===== src/rtl/bcd2bin_pkg.sv =====
package bcd2bin_pkg;
    typedef enum logic {
        ST_IDLE  = 1'b0,
        ST_SHIFT = 1'b1
    } cvt_state_t;
endpackage


===== src/rtl/bcd2bin_digit_fix.sv =====
// One decade correction: a value above seven loses three.
module bcd2bin_digit_fix (
    input  logic [3:0] din,
    output logic [3:0] dout
);
    always_comb begin
        if (din > 4'd7) dout = din - 4'd3;
        else            dout = din;
    end
endmodule


===== src/rtl/bcd2bin_legal.sv =====
// Flags whether every decade of a packed BCD word is at most nine.
module bcd2bin_legal #(
    parameter int DECADES = 2
) (
    input  logic [4*DECADES-1:0] word,
    output logic                 ok
);
    logic [DECADES-1:0] dig_ok;

    for (genvar d = 0; d < DECADES; d++) begin : g_chk
        assign dig_ok[d] = (word[4*d +: 4] <= 4'd9);
    end

    assign ok = &dig_ok;
endmodule


===== src/rtl/bcd2bin_step.sv =====
// One iteration: shift the decade/binary pair right, then correct each decade.
module bcd2bin_step #(
    parameter int DECADES = 2,
    parameter int BW      = 8
) (
    input  logic [4*DECADES-1:0] dec_i,
    input  logic [BW-1:0]        bin_i,
    output logic [4*DECADES-1:0] dec_o,
    output logic [BW-1:0]        bin_o
);
    localparam int W = 4 * DECADES;

    logic [W-1:0] shifted;

    assign shifted = dec_i >> 1;
    assign bin_o   = {dec_i[0], bin_i[BW-1:1]};

    for (genvar d = 0; d < DECADES; d++) begin : g_fix
        bcd2bin_digit_fix u_fix (
            .din  (shifted[4*d +: 4]),
            .dout (dec_o[4*d +: 4])
        );
    end
endmodule


===== src/rtl/bcd2bin_seq.sv =====
module bcd2bin_seq
    import bcd2bin_pkg::*;
#(
    parameter int DECADES = 2
) (
    input  logic                                 clk,
    input  logic                                 rst_n,
    input  logic                                 start,
    input  logic                                 narrow,
    input  logic                                 inhibit,
    input  logic [4*DECADES-1:0]                 bcd_in,
    output logic                                 busy,
    output logic                                 done,
    output logic                                 err,
    output logic [$clog2(10**DECADES)-1:0]       bin_out
);
    localparam int W           = 4 * DECADES;
    localparam int BIN_W       = $clog2(10**DECADES);
    localparam int CNT_W       = $clog2(W + 1);
    localparam int NARROW_BITS = 6;
    localparam logic [CNT_W-1:0] LAST = CNT_W'(W - 1);
    localparam logic [W-1:0] NARROW_MASK =
        {{(W-NARROW_BITS){1'b0}}, {NARROW_BITS{1'b1}}};

    cvt_state_t         state_q, state_d;
    logic [W-1:0]       dec_q, dec_nx, in_masked;
    logic [W-1:0]       bin_q, bin_nx;
    logic [CNT_W-1:0]   cnt_q;
    logic [BIN_W-1:0]   res_q;
    logic               lsb_q, in_ok;

    assign in_masked = narrow ? (bcd_in & NARROW_MASK) : bcd_in;

    bcd2bin_legal #(.DECADES(DECADES)) u_legal (
        .word (in_masked),
        .ok   (in_ok)
    );

    bcd2bin_step #(.DECADES(DECADES), .BW(W)) u_step (
        .dec_i (dec_q),
        .bin_i (bin_q),
        .dec_o (dec_nx),
        .bin_o (bin_nx)
    );

    // State register
    always_ff @(posedge clk or negedge rst_n) begin
        if (!rst_n) state_q <= ST_IDLE;
        else        state_q <= state_d;
    end

    // Next-state logic
    always_comb begin
        state_d = state_q;
        unique case (state_q)
            ST_IDLE:  if (start && in_ok) state_d = ST_SHIFT;
            ST_SHIFT: if (cnt_q == LAST)  state_d = ST_IDLE;
            default:  state_d = ST_IDLE;
        endcase
    end

    // Datapath and registered outputs
    always_ff @(posedge clk or negedge rst_n) begin
        if (!rst_n) begin
            dec_q <= '0;
            bin_q <= '0;
            cnt_q <= '0;
            res_q <= '0;
            lsb_q <= 1'b0;
            done  <= 1'b0;
            err   <= 1'b0;
        end else begin
            done <= 1'b0;
            err  <= 1'b0;
            unique case (state_q)
                ST_IDLE: begin
                    if (start) begin
                        if (in_ok) begin
                            dec_q <= in_masked;
                            bin_q <= '0;
                            cnt_q <= '0;
                            lsb_q <= in_masked[0];
                        end else begin
                            err <= 1'b1;
                        end
                    end
                end
                ST_SHIFT: begin
                    dec_q <= dec_nx;
                    bin_q <= bin_nx;
                    cnt_q <= cnt_q + 1'b1;
                    if (cnt_q == LAST) begin
                        res_q <= bin_nx[BIN_W-1:0];
                        done  <= 1'b1;
                    end
                end
                default: ;
            endcase
        end
    end

    assign busy    = (state_q == ST_SHIFT);
    assign bin_out = inhibit ? {BIN_W{1'b1}} : res_q;

    // Assertions
    assert_done_pulse_R3: assert property (@(posedge clk) disable iff (!rst_n)
        done |=> !done);

    assert_busy_len_R3: assert property (@(posedge clk) disable iff (!rst_n)
        (busy && cnt_q != LAST) |=> busy);

    assert_done_after_busy_R3: assert property (@(posedge clk) disable iff (!rst_n)
        $rose(done) |-> ($past(busy) && !busy));

    assert_decades_empty_R4: assert property (@(posedge clk) disable iff (!rst_n)
        (busy && cnt_q == LAST) |-> (dec_nx == '0));

    for (genvar d = 0; d < DECADES; d++) begin : g_rng
        assert_digit_range_R4: assert property (@(posedge clk) disable iff (!rst_n)
            busy |-> (dec_nx[4*d +: 4] <= 4'd9));
    end

    assert_lsb_pass_R5: assert property (@(posedge clk) disable iff (!rst_n)
        done |-> (res_q[0] == lsb_q));

    assert_err_quiet_R8: assert property (@(posedge clk) disable iff (!rst_n)
        err |-> (!busy && !done));

    assert_start_ignored_R9: assert property (@(posedge clk) disable iff (!rst_n)
        (busy && start) |=> $stable(lsb_q));

    assert_result_hold_R10: assert property (@(posedge clk) disable iff (!rst_n)
        !done |-> $stable(res_q));
endmodule


===== config.mk =====
export PLATFORM = sky130hd
export DESIGN_NAME = bcd2bin_seq
export DESIGN_NICKNAME = d
export VERILOG_FILES = /design/src/rtl/bcd2bin_pkg.sv /design/src/rtl/bcd2bin_digit_fix.sv /design/src/rtl/bcd2bin_legal.sv /design/src/rtl/bcd2bin_step.sv /design/src/rtl/bcd2bin_seq.sv
export SDC_FILE = /design/constraint.sdc
export NUM_CORES = 1
export LEC_CHECK = 0
export BUFFER_PORTS_ARGS = -buffer_cell sky130_fd_sc_hd__buf_2
export CAP_MARGIN = 20
export CORE_ASPECT_RATIO = 1.5
export CORE_MARGIN = 5
export CORE_UTILIZATION = 54
export CTS_BUF_LIST = sky130_fd_sc_hd__clkbuf_8 sky130_fd_sc_hd__clkbuf_16
export DETAILED_ROUTE_END_ITERATION = 12
export PLACE_DENSITY = 0.77
export SLEW_MARGIN = 0
export SYNTH_ARGS = -nofsm -noshare
export SYNTH_HDL_FRONTEND = slang
export SYNTH_SLANG_ARGS = --single-unit

===== constraint.sdc =====
create_clock -name clk -period 1.65 [get_ports clk]
set_input_delay 0.33 -clock clk [delete_from_list [all_inputs] [get_ports clk]]
set_output_delay 0.33 -clock clk [all_outputs]
set_load 0.03 [all_outputs]

==> flow_metrics.py, run 1 <==
metrics = {
    "logic_synthesis": {
        "synth_ff_type": "dfrtp_1",
        "syn_area_sq_um": 1380,
        "synth-seq-cells": 29,
        "synth_cell_types": 35,
        "synth_edf_count": 0,
        "synth.most_common_cell": "dfrtp_1",
        "synthesis.nets": 143,
        "syn_avg_cell_area_sq_um": 10.8,
        "netlist.area_leader.share_pct": 52.7,
        "yosysWarnings": 0,
        "synth_largest_area_cell": "dfrtp_1",
        "netlist_top_cells_area": "dfrtp_1 53%, nand2_1 7.4%, a22o_1 6.4%",
        "ys_top_cells_by_count": "29 x dfrtp_1, 27 x nand2_1, 10 x a22o_1, 7 x or2_2, 5 x o21ai_0",
        "synth_cells": 127,
        "synth-async-reset-ratio_pct": 100,
        "seq_area_frac_synth_pct": 52.7,
    },
    "layout": {
        "drive_gt1_share_pct": 29.3,
        "diodes": 0,
        "finalNonFillerCells": 181,
        "nets": 172,
        "syn2layout_area_growth_pct": 17.1,
    },
    "sta": {
        "grt_setup_unrepaired": "no",
        "setup_violations": 0,
        "fin_tns_setup_ns": 0,
        "tightest_slew_ns": 0.639,
        "fin_crit_sh_pct": 87.6,
        "min_period_ns": 1.45,
        "slew_headroom_pct": 57.4,
        "fin_skew_ns": 0.00515,
        "drv_slew": 0,
        "hold_viol": 0,
        "fmaxAchievable_mhz": 692,
    },
    "power": {
        "peakVddDrop_mv": 0.834,
        "leakagePower_nw": 0.833,
        "p_per_area_nw_per_um2": 1570,
    },
    "clock_network": {
        "cts-root-buf": "clkbuf_8",
        "holdBufCountCts": 0,
        "clkLatencyLatePin_ns": 0.28,
        "cts_buffers": 5,
        "cts_resized": 0,
        "postCtsSetupBuffers": 0,
        "htreeDepth": 2,
        "clk_pin_slew_ns": 0.06,
        "cts_sinks": 29,
        "clockBufferDepth": 2,
        "cts_tree": "done",
    },
    "worst_setup_path": {
        "cp_data_arrival_time_ns": 1.12,
        "r2r_cells": 2,
        "rrSetupSlack_ns": 0.32,
        "worstPathRequired_ns": 1.32,
        "cp-endpoint": "bin_out[1]",
        "endpoint_kind": "primary output",
        "criticalPathCategory": "reg2out",
        "r2r_start": "busy",
        "cp_max_fo": 2,
        "worst_setup_path_start_kind": "flip-flop",
        "startpoint": "res_q[1]",
        "r2r-end": "cnt_q[0]",
    },
    "placement": {
        "place.gp.congestion": 0.720,
        "dp_hpwl_mm": 1.95,
        "dp.cells": 173,
        "io_buffers": 22,
    },
    "routing": {
        "drt-initial-drc-count": 20,
        "num_vias": 1029,
        "drt_wl_total_mm": 2.57,
        "dr.pass1.iters": 4,
        "post-route-drc-count": 0,
        "via_per_inst": 5.69,
        "drtAntennaViolNets": 0,
        "wire_per_inst_um": 14.2,
    },
    "global_routing": {
        "grt_use_met3_pct": 5.82,
        "grt_max_degree": 30,
        "use_met2_pct": 30.0,
        "top_usage_layer": "met2",
        "groute.usage.overall_pct": 16.9,
        "grt_pass1_wl_mm": 4.64,
        "overflow": 0,
        "grt_pass1_vias": 1083,
        "grt_antenna_before_repair": 0,
        "gr-usage-met1_pct": 17.1,
    },
    "die": {
        "core_area_sq_um": 2450,
        "dieHeight_um": 71.8,
        "dieArea_sq_um": 3680,
        "start_util_pct": 56.2,
        "rows": 22,
        "io_pins": 23,
        "die_x_um": 51.2,
    },
    "run": {
        "maxCapViolCount": 0,
    },
    "run_status": {
        "status": "finished clean",
    },
    "worst_hold_path": {
        "hold_path_class": "in2async",
    },
}
[worst max-delay path, cell delays in order (launching register included)]
cell     delay [ns]
dfrtp_1        0.38
or2_2          0.29
buf_2          0.18
[worst min-delay path by stage]
| stage | end | startpoint |
|---|---|---|
| 2_1_floorplan | bin_q[1] | rst_n |
| 3_3_place_gp | cnt_q[2] | rst_n |
| 3_5_place_dp | cnt_q[3] | rst_n |
| 4_1_cts | cnt_q[3] | rst_n |
| 5_1_grt | cnt_q[3] | rst_n |
| 6_report | cnt_q[3] | rst_n |
[power by group]
part	switching, mW	leakage (nW)	total (mW)	internal (mW)
registers	0.200	0.379	1.16	0.961
logic	0.432	0.405	0.829	0.397
clock network	0.259	0.0491	0.544	0.285
[logic make-up (layout without fill, tap and decap cells)]
family	Yosys count	after routing	share of synthesized area, %
AND/OR/NAND/NOR	52	52	19.6
flip-flops	29	29	52.7
AO/OA/AOI/OAI	27	27	16.5
buffers and inverters	7	37	2.09
multiplexers	5	5	3.73
XOR/XNOR	4	4	2.55
adder cells (fa/ha/maj)	3	3	2.73
[flip-flops by register name, summed over array words and instances (netlist names)]
name	cells
done	1
err	1
cnt_q	4
res_q	7
bin_q	7
dec_q	8
busy	1
[layer usage]
metal,up-vias,part of all wire (%)
li1,500,-
met1,490,37
met2,33,54
met3,6,6.5
met4,0,2.2
met5,-,0
[layout make-up]
class | count | area (sq um)
repair buffers | 26 | 140
clock inverters | 3 | 13.8
multi-input cells | 91 | 622
flip-flops and latches | 29 | 726
inverters | 3 | 11.3
fillers | 200 | 838
well taps | 24 | 30.0
clock buffers | 5 | 68.8
[metrics by stage]
step                      setup WS [ns]  hold WS, ns  instance area, sq um  total power [mW]  util (%)
after floorplan                   0.252       0.0344                  1380              1.76         -
after global placement            0.138        0.370                  1530              1.95      62.4
after detailed placement         0.0660        0.385                  1530              2.01      62.4
after CTS                         0.186       0.0842                  1610              2.56      65.8
after global routing              0.152        0.122                  1610              2.73      65.8
final                             0.205       0.0688                  1610              2.53      65.8
[cells in the final DEF (no fill, tap or decap), types with 4 or more instances in the layout]
cell      instances
dfrtp_1          29
mux2i_1           4
buf_4             4
nand2_1          27
clkbuf_8          5
or2_2             7
a22o_1           10
buf_2            22
nand3_1           4
o21ai_0           5
Note: power is estimated with default switching activity, not from simulation.
==> run 2: changes to the inputs <==
--- a/config.mk
+++ b/config.mk
@@ -9,10 +9,10 @@
 export CAP_MARGIN = 20
 export CORE_ASPECT_RATIO = 1.5
 export CORE_MARGIN = 5
-export CORE_UTILIZATION = 54
-export CTS_BUF_LIST = sky130_fd_sc_hd__clkbuf_8 sky130_fd_sc_hd__clkbuf_16
+export CORE_UTILIZATION = 57
+export CTS_BUF_LIST = sky130_fd_sc_hd__clkbuf_8
 export DETAILED_ROUTE_END_ITERATION = 12
-export PLACE_DENSITY = 0.77
+export PLACE_DENSITY = 0.81
 export SLEW_MARGIN = 0
 export SYNTH_ARGS = -nofsm -noshare
 export SYNTH_HDL_FRONTEND = slang
==> run 2 against run 1 <==
Compared with the run above:
- register-to-register slack got worse by 0.06 ns
- largest cell class unchanged
- largest power group unchanged
- first-iteration DRC count shrank 20%
- die area fell by 4.4%
- flip-flop and latch count is the same
- hold slack worse by 0.0050 ns
- utilization grew 5.2 points
- worst setup slack worse by 0.050 ns
==> flow_metrics.py, run 2 (synthesis gave the netlist of run 1 again) <==
metrics = {
    "sta": {
        "min_period_ns": 1.50,
        "tightest_slew_ns": 0.619,
        "hold_viol": 0,
        "setup_violations": 0,
        "worst_slack_ns": 0.154,
        "drv_slew": 0,
        "fin_crit_sh_pct": 90.7,
        "grt_setup_unrepaired": "no",
        "fmaxAchievable_mhz": 669,
        "fin_tns_setup_ns": 0,
        "fin_skew_ns": 0.00261,
        "slew_headroom_pct": 58.8,
    },
    "global_routing": {
        "grt_max_degree": 30,
        "grt_pass1_wl_mm": 4.46,
        "grt_pass1_vias": 1077,
        "overflow": 0,
        "grt_antenna_before_repair": 0,
        "groute.usage.overall_pct": 16.2,
    },
    "layout": {
        "nets": 171,
        "regArea_sq_um": 726,
        "drive_gt1_share_pct": 29.5,
        "largest_reg_flops": 8,
        "top_register": "dec_q",
        "syn2layout_area_growth_pct": 17.8,
        "fillers": 168,
        "reg_top3": "dec_q: 8 flops, bin_q: 7 flops, res_q: 7 flops",
        "final_cell_mix": "29 x dfrtp_1, 27 x nand2_1, 22 x buf_2",
        "final_common_cell": "dfrtp_1",
        "multiInputGateArea_sq_um": 622,
        "diodes": 0,
    },
    "run_status": {
        "status": "finished clean",
    },
    "worst_setup_path": {
        "worstPathRequired_ns": 1.32,
        "worst_setup_path_start_kind": "flip-flop",
        "max_stage_delay_ns": 0.60,
        "worstPathCellList": "buf_2",
        "criticalPathCategory": "reg2out",
        "path_delay_family": "flip-flops",
        "cpMaxStageDelayCell": "dfrtp_1",
        "endpoint_kind": "primary output",
        "cp_max_fo": 14,
        "path_buf_inv": 1,
        "cp_data_arrival_time_ns": 1.17,
    },
    "worst_hold_path": {
        "hold_path_class": "in2async",
    },
    "clock_network": {
        "cts_tree": "done",
        "htreeDepth": 2,
        "holdBufCountCts": 0,
        "cts_sinks": 29,
        "clockBufferDepth": 2,
        "cts-root-buf": "clkbuf_8",
        "cts_buffers": 5,
        "clk_pin_slew_ns": 0.06,
        "clkLatencyLatePin_ns": 0.28,
        "cts_resized": 0,
        "postCtsSetupBuffers": 0,
    },
    "power": {
        "peakVddDrop_mv": 0.865,
        "p_per_area_nw_per_um2": 1620,
        "leakagePower_nw": 0.834,
    },
    "die": {
        "start_util_pct": 60.2,
        "die_x_um": 50.1,
        "dieHeight_um": 70.2,
        "dieArea_sq_um": 3520,
        "io_pins": 23,
        "core_area_sq_um": 2290,
        "rows": 21,
    },
    "routing": {
        "post-route-drc-count": 0,
        "wire_per_inst_um": 14.2,
        "num_vias": 1009,
        "via_per_inst": 5.64,
        "drtAntennaViolNets": 0,
        "drt_wl_total_mm": 2.54,
        "dr.pass1.iters": 6,
        "drt-initial-drc-count": 16,
    },
    "placement": {
        "place.gp.congestion": 0.732,
        "io_buffers": 22,
        "dp_slack_ns": 0.0924,
        "dp_hpwl_mm": 1.88,
    },
    "run": {
        "maxCapViolCount": 0,
    },
}
## run 2: worst register-to-register path: stages (launching register included)
cell and delay [ns]:
dfrtp_1 0.60, and2b_1 0.37, mux2_2 0.31
## run 2: report_power, final
| part | leakage (nW) | internal (mW) | switching, mW |
|---|---|---|---|
| combinational | 0.401 | 0.387 | 0.416 |
| clock | 0.0542 | 0.376 | 0.267 |
| sequential | 0.379 | 0.961 | 0.212 |
| total | 0.834 | 1.72 | 0.895 |
## run 2: final timing paths
kind,to,slack (ns),start,depth (start not counted)
max,busy,0.15,busy,1
max reg2reg,cnt_q[0],0.26,busy,2
max in group asynchronous,res_q[4],1.18,rst_n,1
min in group clk,dec_q[4],0.35,bcd_in[4],3
min,cnt_q[1],0.06,rst_n,1
min reg2reg,res_q[3],0.46,res_q[3],2
## run 2: final cells by class
type | count | share of cell area (%)
Inverter | 3 | 0.694
Clock inverter | 1 | 0.309
Tap cell | 23 | 1.77
Multi-Input combinational cell | 91 | 38.3
Sequential cell | 29 | 44.8
Clock buffer | 7 | 5.94
Timing Repair Buffer | 25 | 8.18
## run 2: per-stage QoR
stage	area (sq um)	utilization [%]	hold WS, ns	power (mW)	std cells
after floorplan	1380	-	0.0344	1.76	127
after global routing	1620	70.9	0.111	2.80	179
final	1620	70.9	0.0638	2.62	179
after detailed placement	1520	66.5	0.380	2.00	171
after global placement	1520	66.5	0.370	1.94	171
after CTS	1620	70.9	0.0768	2.65	179
## run 2: metal layers
layer	up-vias	routed length, um	global-route usage [%]
li1	502	-	-
met1	470	1030	17.3
met2	34	1310	27.6
met3	3	166	4.89
met4	0	38	8.75
met5	-	0	0
==> run 3: changes to the inputs <==
==> constraint.sdc (replaced) <==
create_clock -name clk -period 1.5 [get_ports clk]
set_input_delay 0.3 -clock clk [delete_from_list [all_inputs] [get_ports clk]]
set_output_delay 0.3 -clock clk [all_outputs]
set_load 0.03 [all_outputs]
==> run 3 against run 2 <==
Compared with the run above:
- clock skew up 0.0027 ns
- die area unchanged
- combinational power up 15%
- clock power up 8.7%
- register-to-register slack worse by 0.07 ns
- power up 11%
- first-iteration DRC count up 110%
- via count up 1.8%
- clock-buffer cell count unchanged
- wire length down 1.5%
- sequential share of layout area down 0.41 points
==> flow_metrics.py, run 3 (synthesis gave the netlist of run 1 again) <==
metrics = {
    "clock_network": {
        "cts_buffers": 5,
        "cts_tree": "done",
        "cts_sinks": 29,
        "cts_resized": 0,
        "holdBufCountCts": 0,
        "htreeDepth": 2,
        "clockBufferDepth": 2,
        "postCtsSetupBuffers": 0,
        "clk_pin_slew_ns": 0.06,
        "cts-root-buf": "clkbuf_8",
        "clkLatencyLatePin_ns": 0.27,
    },
    "routing": {
        "drtAntennaViolNets": 0,
        "dr.pass1.iters": 3,
        "wire_per_inst_um": 13.8,
        "via_per_inst": 5.67,
        "post-route-drc-count": 0,
        "num_vias": 1027,
        "drt-initial-drc-count": 33,
        "drt_wl_total_mm": 2.50,
    },
    "sta": {
        "fin_crit_sh_pct": 94.8,
        "timing.hold.ws_ns": 0.0384,
        "tightest_slew_ns": 0.621,
        "fin_tns_setup_ns": 0,
        "hold_viol": 0,
        "setup_violations": 0,
        "grt_setup_unrepaired": "no",
        "fmaxAchievable_mhz": 703,
        "drv_slew": 0,
        "min_period_ns": 1.42,
        "fin_skew_ns": 0.00533,
        "slew_headroom_pct": 58.6,
    },
    "global_routing": {
        "grt_pass1_vias": 1049,
        "grt_max_degree": 30,
        "overflow": 0,
        "grt_antenna_before_repair": 0,
        "grt_pass1_wl_mm": 4.41,
        "groute.usage.overall_pct": 15.8,
    },
    "placement": {
        "place.gp.congestion": 0.722,
        "io_buffers": 22,
        "dp_hpwl_mm": 1.88,
    },
    "die": {
        "core_area_sq_um": 2290,
        "die_x_um": 50.1,
        "start_util_pct": 60.2,
        "dieArea_sq_um": 3520,
        "io_pins": 23,
        "rows": 21,
        "dieHeight_um": 70.2,
    },
    "layout": {
        "diodes": 0,
        "syn2layout_area_growth_pct": 18.9,
        "largest_reg_flops": 8,
        "fillers": 178,
        "drive_gt1_share_pct": 30.4,
        "regArea_sq_um": 726,
        "final_common_cell": "dfrtp_1",
        "multiInputGateArea_sq_um": 622,
        "nets": 173,
        "top_register": "dec_q",
        "final_cell_mix": "29 x dfrtp_1, 27 x nand2_1, 22 x buf_2",
        "reg_top3": "dec_q: 8 flops, bin_q: 7 flops, res_q: 7 flops",
        "final_core_util_pct": 71.6,
    },
    "power": {
        "p_per_area_nw_per_um2": 1770,
        "swShare_pct": 34.0,
        "leakagePower_nw": 0.843,
        "total_power_mw": 2.90,
        "p_sw_mw": 0.986,
        "combPwrFrac_pct": 31.8,
        "seqPwrFrac_pct": 44.1,
        "p_int_mw": 1.91,
        "peakVddDrop_mv": 1.03,
        "clkPwrFrac_pct": 24.1,
    },
    "worst_setup_path": {
        "worstPathRequired_ns": 1.20,
        "criticalPathCategory": "reg2out",
        "worst_setup_path_start_kind": "flip-flop",
        "endpoint_kind": "primary output",
        "startpoint": "busy",
        "cp_data_arrival_time_ns": 1.12,
        "cp_max_fo": 8,
        "r2r_start": "dec_q[5]",
    },
    "worst_hold_path": {
        "hold_path_class": "in2async",
    },
    "run": {
        "maxCapViolCount": 0,
    },
    "run_status": {
        "status": "finished clean",
    },
}
## run 3: cell types whose count changed in the layout (fill, tap and decap cells not counted)
cell	previous run	this run
buf_4	3	5
## run 3: path summary, 6_finish.rpt
check                                 to  slack (ns)  depth (start not counted)
worst max-delay path                busy        0.08                          2
worst min-delay path            res_q[2]        0.04                          1
worst max register to register  dec_q[6]        0.19                          6
worst min register to register  res_q[1]        0.46                          2
max in group asynchronous           busy        1.05                          1
min in group clk                dec_q[4]        0.31                          3
## run 3: power groups by stage
stage / registers (mW) / clock network (mW) / logic [mW]
after floorplan: 1.26 / 0 / 0.676
after global placement: 1.27 / 0 / 0.879
after detailed placement: 1.29 / 0 / 0.922
after CTS: 1.28 / 0.710 / 0.936
after global routing: 1.31 / 0.734 / 1.04
final: 1.28 / 0.699 / 0.922
## run 3: routing by layer
metal	wire length, um	global-route usage, %	vias to the layer above	part of all wire (%)
li1	-	-	505	-
met1	991	17.5	490	40
met2	1310	28.0	27	52
met3	160	3.62	5	6.4
met4	41	6.12	0	1.6
met5	0	0	-	0
## run 3: cell type report
cell class / instances / area share, %
sequential: 29 / 44.3
multi-input combinational: 91 / 38.0
inverter: 3 / 0.688
clock buffer: 7 / 5.89
clock inverter: 1 / 0.306
tap: 23 / 1.76
timing repair buffer: 27 / 9.02
## run 3: per-stage QoR
step | cell area, sq um | worst slack (ns) | std cells
floorplan | 1380 | 0.102 | 127
global placement | 1540 | 0.0557 | 173
detailed placement | 1540 | 0.0168 | 173
CTS | 1640 | 0.0677 | 181
global route | 1640 | 0.0276 | 181
finish | 1640 | 0.0781 | 181
## run 3: worst max-delay path, cell delays in order (launching register included)
cell and delay [ns]:
dfrtp_1 0.47, buf_4 0.18, buf_2 0.19
